**src/rtl/udma_pkg.sv**
```systemverilog
package udma_pkg;
  localparam int unsigned DATA_W = 32;
  localparam int unsigned LINE_W = 4;

  localparam logic [1:0] A_OP    = 2'd0;
  localparam logic [1:0] A_STAT  = 2'd1;
  localparam logic [1:0] A_LINES = 2'd2;

  localparam int unsigned OP_EN  = 0;
  localparam int unsigned OP_DIR = 1;

  localparam int unsigned ST_DREQ = 16;
  localparam int unsigned ST_EINT = 17;
  localparam int unsigned ST_BUSY = 18;
  localparam int unsigned ST_NDO  = 24;
  localparam int unsigned ST_NDI  = 25;
  localparam int unsigned ST_N4X  = 26;
  localparam int unsigned ST_VIOL = 31;

  typedef enum logic [1:0] {
    SEQ_IDLE  = 2'd0,
    SEQ_DIR   = 2'd1,
    SEQ_ARMED = 2'd2,
    SEQ_RUN   = 2'd3
  } seq_t;

  typedef enum logic [1:0] {
    XS_IDLE = 2'd0,
    XS_ACT  = 2'd1,
    XS_INT  = 2'd2,
    XS_ERR  = 2'd3
  } xstat_t;
endpackage

```
**src/rtl/udma_seq.sv**
```systemverilog
module udma_seq
  import udma_pkg::*;
(
  input  logic clk,
  input  logic rst_n,
  input  logic op_wr,
  input  logic op_rd,
  input  logic w_en,
  input  logic w_dir,
  output logic en_q,
  output logic dir_q,
  output logic viol_q,
  output logic start_p,
  output logic stop_p,
  output logic clr_err
);
  seq_t state_q, state_d;
  logic dir_d, viol_d;

  always_comb begin
    state_d = state_q;
    dir_d   = dir_q;
    viol_d  = viol_q;
    start_p = 1'b0;
    stop_p  = 1'b0;
    if (state_q == SEQ_RUN) begin
      if (op_wr && !w_en) begin
        state_d = SEQ_IDLE;
        dir_d   = 1'b0;
        stop_p  = 1'b1;
      end
    end else if (op_wr) begin
      if (!w_en) begin
        state_d = SEQ_DIR;
        dir_d   = w_dir;
      end else if (state_q == SEQ_ARMED && w_dir == dir_q) begin
        state_d = SEQ_RUN;
        start_p = 1'b1;
      end else begin
        viol_d = 1'b1;
      end
    end else if (op_rd && state_q == SEQ_DIR) begin
      state_d = SEQ_ARMED;
    end
  end

  assign clr_err = op_wr && !w_en;
  assign en_q    = (state_q == SEQ_RUN);

  always_ff @(posedge clk or negedge rst_n) begin
    if (!rst_n) begin
      state_q <= SEQ_IDLE;
      dir_q   <= 1'b0;
      viol_q  <= 1'b0;
    end else begin
      state_q <= state_d;
      dir_q   <= dir_d;
      viol_q  <= viol_d;
    end
  end

  assert_en_after_seq_R2: assert property (@(posedge clk) disable iff (!rst_n)
    $rose(en_q) |-> $past(op_wr && w_en && (w_dir == dir_q)));
  assert_dir_hold_R4: assert property (@(posedge clk) disable iff (!rst_n)
    (en_q && $past(en_q)) |-> $stable(dir_q));
  assert_viol_sticky_R3: assert property (@(posedge clk) disable iff (!rst_n)
    $past(viol_q) |-> viol_q);
endmodule

```
**src/rtl/udma_stat.sv**
```systemverilog
module udma_stat
  import udma_pkg::*;
(
  input  logic              clk,
  input  logic              rst_n,
  input  logic [DATA_W-1:0] raw_word,
  input  logic              intrq,
  input  logic              viol,
  input  logic              clr,
  output logic [DATA_W-1:0] stat_word,
  output logic [1:0]        xstat
);
  localparam logic [DATA_W-1:0] ERR_MASK = (DATA_W'(1) << ST_EINT) | (DATA_W'(1) << ST_NDO)
                                         | (DATA_W'(1) << ST_NDI) | (DATA_W'(1) << ST_N4X);
  localparam logic [DATA_W-1:0] ACT_MASK = (DATA_W'(1) << ST_DREQ) | (DATA_W'(1) << ST_BUSY);

  logic [DATA_W-1:0] sticky_q, sticky_d;

  always_comb begin
    if (clr) sticky_d = '0;
    else     sticky_d = sticky_q | (raw_word & ERR_MASK);
  end

  always_ff @(posedge clk or negedge rst_n) begin
    if (!rst_n) sticky_q <= '0;
    else        sticky_q <= sticky_d;
  end

  always_comb begin
    stat_word          = raw_word | sticky_q;
    stat_word[ST_VIOL] = viol;
    if (|(stat_word & ERR_MASK))      xstat = XS_ERR;
    else if (intrq)                   xstat = XS_INT;
    else if (|(stat_word & ACT_MASK)) xstat = XS_ACT;
    else                              xstat = XS_IDLE;
  end

  assert_sticky_hold_R7: assert property (@(posedge clk) disable iff (!rst_n)
    ($past(raw_word[ST_NDO]) && !$past(clr)) |-> (xstat == XS_ERR));
endmodule

```
**src/rtl/udma_pinctl.sv**
```systemverilog
module udma_pinctl
  import udma_pkg::*;
#(
  parameter int unsigned MODE_W = 4,
  localparam int unsigned CFG_W = MODE_W + 4
)(
  input  logic              clk,
  input  logic              rst_n,
  input  logic              lines_wr,
  input  logic [LINE_W-1:0] lines_wdata,
  input  logic              start_p,
  input  logic              stop_p,
  input  logic [MODE_W-1:0] udma_mode,
  input  logic [MODE_W-1:0] pio_mode,
  output logic [LINE_W-1:0] lines_q,
  output logic [CFG_W-1:0]  cfg_q
);
  logic [LINE_W-1:0] lines_d;
  logic [CFG_W-1:0]  cfg_d;
  logic              lines_ce, cfg_ce;

  always_comb begin
    lines_ce = stop_p || lines_wr;
    lines_d  = stop_p ? {LINE_W{1'b1}} : lines_wdata;
    cfg_ce   = start_p || stop_p;
    cfg_d    = start_p ? {udma_mode, 4'b1001} : {pio_mode, 4'b0011};
  end

  always_ff @(posedge clk or negedge rst_n) begin
    if (!rst_n) begin
      lines_q <= {LINE_W{1'b1}};
      cfg_q   <= '0;
    end else begin
      if (lines_ce) lines_q <= lines_d;
      if (cfg_ce)   cfg_q   <= cfg_d;
    end
  end

  assert_stop_cleanup_R5: assert property (@(posedge clk) disable iff (!rst_n)
    $past(stop_p) |-> (lines_q == {LINE_W{1'b1}}) && (cfg_q[3:0] == 4'b0011));
endmodule

```
**src/rtl/udma_ctl_top.sv**
```systemverilog
module udma_ctl_top
  import udma_pkg::*;
#(
  parameter int unsigned MODE_W = 4
)(
  input  logic                 clk,
  input  logic                 rst_n,
  input  logic                 bus_wr,
  input  logic                 bus_rd,
  input  logic [1:0]           bus_addr,
  input  logic [DATA_W-1:0]    bus_wdata,
  output logic [DATA_W-1:0]    bus_rdata,
  input  logic                 dma_req_in,
  input  logic                 err_int_in,
  input  logic                 busy_in,
  input  logic                 dout_inc_in,
  input  logic                 din_inc_in,
  input  logic                 n4w_in,
  input  logic                 intrq_in,
  input  logic [MODE_W-1:0]    udma_mode,
  input  logic [MODE_W-1:0]    pio_mode,
  output logic [1:0]           xfer_stat,
  output logic [LINE_W-1:0]    ide_lines,
  output logic [MODE_W+3:0]    cfg_word,
  output logic                 proto_err
);
  logic op_wr, op_rd, lines_wr;
  logic en_q, dir_q, viol_q, start_p, stop_p, clr_err;
  logic [DATA_W-1:0] raw_word, stat_word;
  logic unused_wdata;

  assign op_wr        = bus_wr && (bus_addr == A_OP);
  assign op_rd        = bus_rd && (bus_addr == A_OP);
  assign lines_wr     = bus_wr && (bus_addr == A_LINES);
  assign unused_wdata = ^bus_wdata[DATA_W-1:LINE_W];

  always_comb begin
    raw_word          = '0;
    raw_word[ST_DREQ] = dma_req_in;
    raw_word[ST_EINT] = err_int_in;
    raw_word[ST_BUSY] = busy_in;
    raw_word[ST_NDO]  = dout_inc_in;
    raw_word[ST_NDI]  = din_inc_in;
    raw_word[ST_N4X]  = n4w_in;
  end

  udma_seq u_seq (
    .clk(clk), .rst_n(rst_n), .op_wr(op_wr), .op_rd(op_rd),
    .w_en(bus_wdata[OP_EN]), .w_dir(bus_wdata[OP_DIR]),
    .en_q(en_q), .dir_q(dir_q), .viol_q(viol_q),
    .start_p(start_p), .stop_p(stop_p), .clr_err(clr_err)
  );

  udma_stat u_stat (
    .clk(clk), .rst_n(rst_n), .raw_word(raw_word), .intrq(intrq_in),
    .viol(viol_q), .clr(clr_err), .stat_word(stat_word), .xstat(xfer_stat)
  );

  udma_pinctl #(.MODE_W(MODE_W)) u_pin (
    .clk(clk), .rst_n(rst_n), .lines_wr(lines_wr),
    .lines_wdata(bus_wdata[LINE_W-1:0]), .start_p(start_p), .stop_p(stop_p),
    .udma_mode(udma_mode), .pio_mode(pio_mode),
    .lines_q(ide_lines), .cfg_q(cfg_word)
  );

  always_comb begin
    bus_rdata = '0;
    case (bus_addr)
      A_OP:    begin bus_rdata[OP_EN] = en_q; bus_rdata[OP_DIR] = dir_q; end
      A_STAT:  bus_rdata = stat_word;
      A_LINES: bus_rdata[LINE_W-1:0] = ide_lines;
      default: bus_rdata = '0;
    endcase
  end

  assign proto_err = viol_q;
endmodule

```
**config.mk**
```make
export PLATFORM = sky130hd
export DESIGN_NAME = udma_ctl_top
export DESIGN_NICKNAME = d
export VERILOG_FILES = /design/src/rtl/udma_pkg.sv /design/src/rtl/udma_seq.sv /design/src/rtl/udma_stat.sv /design/src/rtl/udma_pinctl.sv /design/src/rtl/udma_ctl_top.sv
export SDC_FILE = /design/constraint.sdc
export NUM_CORES = 1
export LEC_CHECK = 0
export BUFFER_PORTS_ARGS = -buffer_cell sky130_fd_sc_hd__buf_2
export CORE_MARGIN = 2
export CORE_UTILIZATION = 30
export CTS_CLUSTER_SIZE = 14
export DETAILED_ROUTE_END_ITERATION = 16
export SYNTH_ARGS = -nofsm -noshare
export SYNTH_HDL_FRONTEND = slang
export SYNTH_SLANG_ARGS = --single-unit
export TNS_END_PERCENT = 30
```
**constraint.sdc**
```tcl
create_clock -name clk -period 2.1 [get_ports clk]
set_input_delay 0 -clock clk [delete_from_list [all_inputs] [get_ports clk]]
set_output_delay 0 -clock clk [all_outputs]
set_load 0.03 [all_outputs]
```
==> summary.txt <==
Status
  – Status: finished clean

Critical path
  – Critical Path Source Type: register
  – Critical path type: reg -> reg
  – Crit path buf inv count: 0
  – Top cell family by delay on the critical path: simple AND/OR/NAND/NOR gates
  – Setup crit start: u_seq.state_q[0]
  – R2R cell count: 4
  – Most frequent CP cell: a21oi_1
  – Worst r2r dst: u_pin.cfg_q[6]
  – Max stage delay on crit path: 0.49 ns
  – Number of cells on the critical path: 4
  – Worst Setup EP: u_pin.cfg_q[6]
  – Crit path DAT: 1.69 ns
  – Critical Path Sink Type: register
  – Slowest CP cell: dfrtp_1
  – CP Max Fanout: 9
  – CP Data Required Time: 2.28 ns
  – CP cell instances: nand2b_4 > nor3_1 > a21oi_1 > a21oi_1
  – R2R Path Start: u_seq.state_q[0]
  – Worst reg-to-reg setup slack: 0.58 ns

Placement
  – Detail Placement HPWL: 2030 microns
  – Gpl congestion: 0.763
  – IO Port Bufs: 49

Final layout
  – Multi-input logic area: 612 sq um
  – Fillers: 440
  – Final #Nets: 254
  – # diodes: 0
  – Most frequent cells in the layout: buf_2, conb_1, nor2_1, nand2_1, dfrtp_1
  – Share of cells above drive strength 1: 0.304
  – FF+latch area: 480 sq um
  – Synth-to-Final Area Change: 24.5%
  – Fin util: 0.385
  – Commonest non-fill, non-tap cell in the layout: buf_2

Route
  – Vias per cell: 4.34
  – Drt wl/cell: 10.9 microns
  – Vias: 1,060
  – Antenna Nets Post-Route: 0
  – DR pass1 iterations: 4
  – Total Routed Length: 2650 microns
  – Detailed router's first-iteration violation count: 22
  – DRC: 0

Power
  – Switching Fraction: 0.407
  – Internal: 0.000709 W
  – LEAKAGE: 0.780 nW
  – Sequential Power Share: 0.412
  – Comb power frac: 0.373
  – PwrDens: 789 nW/um^2
  – Clock share of power: 0.215
  – Peak supply drop: 0.000254 V
  – Tot Pwr: 0.00120 W
  – NetSw: 0.000488 W

Synthesis
  – EDFF count, synth: 0
  – Avg Cell Area, Syn: 8.70 sq um
  – Yosys warning count: 0
  – Synth area leaders: dfrtp_1, buf_4, dfstp_2
  – FFs w/ async S/R, synth: 1.00
  – Seq cells post-synth: 19
  – Area of the mapped netlist: 1220 sq um
  – Post-synth top flop: dfrtp_1
  – Yosys top cell area share: 0.308
  – Yosys cell types: 33
  – Post-synth top area cell: dfrtp_1
  – Seq/Total Area, Yosys: 0.394
  – Post-Syn Instances: 140

Timing
  – Relative slew slack: 0.625
  – Period utilization: 0.722
  – Final setup viols: 0
  – Clock Skew: 0.00710 ns
  – RSZ-0062 raised after global routing: no
  – Worst slew pin tran: 0.559 ns
  – Worst hold slack: 0.00488 ns
  – Min Tclk post-route: 1.52 ns
  – Achievable Freq: 660 MHz
  – Setup_tns: 0 ns
  – Pins over their slew limit: 0
  – Hold Fails Final Rpt: 0

Die
  – Die Ht: 67.7 microns
  – Die Width: 67.7 microns
  – Starting Density: 0.309
  – Boundary Pins: 100
  – Num rows: 23
  – Die area: 4590 sq um
  – Total core area: 3940 sq um

GRT
  – First-pass GRT wire length: 4060 microns
  – Total Routing Usage GR: 0.116
  – Maximum number of pins on one net before global-route repair: 20
  – Initial antenna violation count: 0
  – Overflow after GRT: 0
  – Vias in the first global route: 892

Run
  – Max-capacitance violation count: 0

Hold path
  – Worst Hold Class: in -> reg
  – Hold path depth: 3

Clock network
  – CTS Buf Count: 3
  – CTS tree: yes
  – CTS max path bufs: 2
  – Later-pin clock latency in the skew report: 0.26 ns
  – Setup Fix Bufs, Post-CTS: 0
  – Number of clock sinks: 19
  – Root Buffer: clkbuf_8
  – Clock transition at path regs: 0.08 ns
  – CTS H-tree depth: 1
-- state kept, by name, summed over array words and instances (netlist names) --
name             flops
u_stat.sticky_q      4
u_seq.state_q        2
u_seq.viol_q         1
u_pin.lines_q        4
u_seq.dir_q          1
u_pin.cfg_q          7
-- routing by layer --
layer	global-route usage	wire length [microns]	vias up
met4	0.0153	5	0
met2	0.181	1240	36
li1	-	-	537
met3	0.0250	181	2
met1	0.169	1220	485
met5	0	0	-
-- cell usage after synthesis (all sizes together), types with 2 or more instances --
library cell / n
o211ai: 2
o21ai: 3
dfrtp: 15
nor2: 16
inv: 3
nand2b: 3
buf: 26
and3: 2
nor2b: 4
o31ai: 2
nand2: 16
ha: 6
dfstp: 4
a21oi: 10
or3: 2
nand3: 10
and2: 3
nor3: 2
-- area by class of cell --
cell class / instances / share of cell area
inverters: 3 / 0.00742
clock buffers: 3 / 0.0272
clock inverters: 1 / 0.00330
repair buffers: 55 / 0.201
flip-flops and latches: 19 / 0.317
multi-input cells: 113 / 0.403
well taps: 50 / 0.0412
-- timing repair --
action	in CTS	in global routing
hold endpoints to repair	20	0
resized for setup	0	0
hold buffers	6	0
-- cells by family after synthesis --
kind of cell,Yosys count,share of synthesized area
adders and majority gates,6,0.0616
xor gates and xnor gates,1,0.00719
other,1,0.00308
DFF,19,0.394
AOI/OAI and AO/OA,23,0.116
buffers and inverters,29,0.168
and+or+nand+nor,61,0.249
-- stage by stage --
step,setup WS (ns),instances,area [sq um]
finish,0.585,244,1520
detailed placement,0.426,234,1410
floorplan,0.756,161,1300
CTS,0.588,244,1520
global placement,0.446,234,1410
global route,0.436,244,1520
-- worst min-delay path by stage --
stage	startpoint	end
after floorplan	rst_n	u_pin.cfg_q[0]
after detailed placement	rst_n	u_seq.state_q[1]
after CTS	udma_mode[0]	u_pin.cfg_q[4]
after global placement	rst_n	u_stat.sticky_q[26]
after global routing	udma_mode[2]	u_pin.cfg_q[6]
final	n4w_in	u_stat.sticky_q[26]
-- worst min-delay path, delay by kind of cell --
family | cells | cell delay [ns]
buffers and inverters | 1 | 0.07
and+or+nand+nor | 2 | 0.15
-- power by group through the flow --
stage / combinational (W) / clock (W) / sequential (W)
floorplan: 0.000211 / 0 / 0.000627
global placement: 0.000436 / 0 / 0.000498
detailed placement: 0.000441 / 0 / 0.000500
CTS: 0.000451 / 0.000271 / 0.000493
global route: 0.000488 / 0.000280 / 0.000501
finish: 0.000446 / 0.000258 / 0.000493
(Power assumes the default switching activity.)
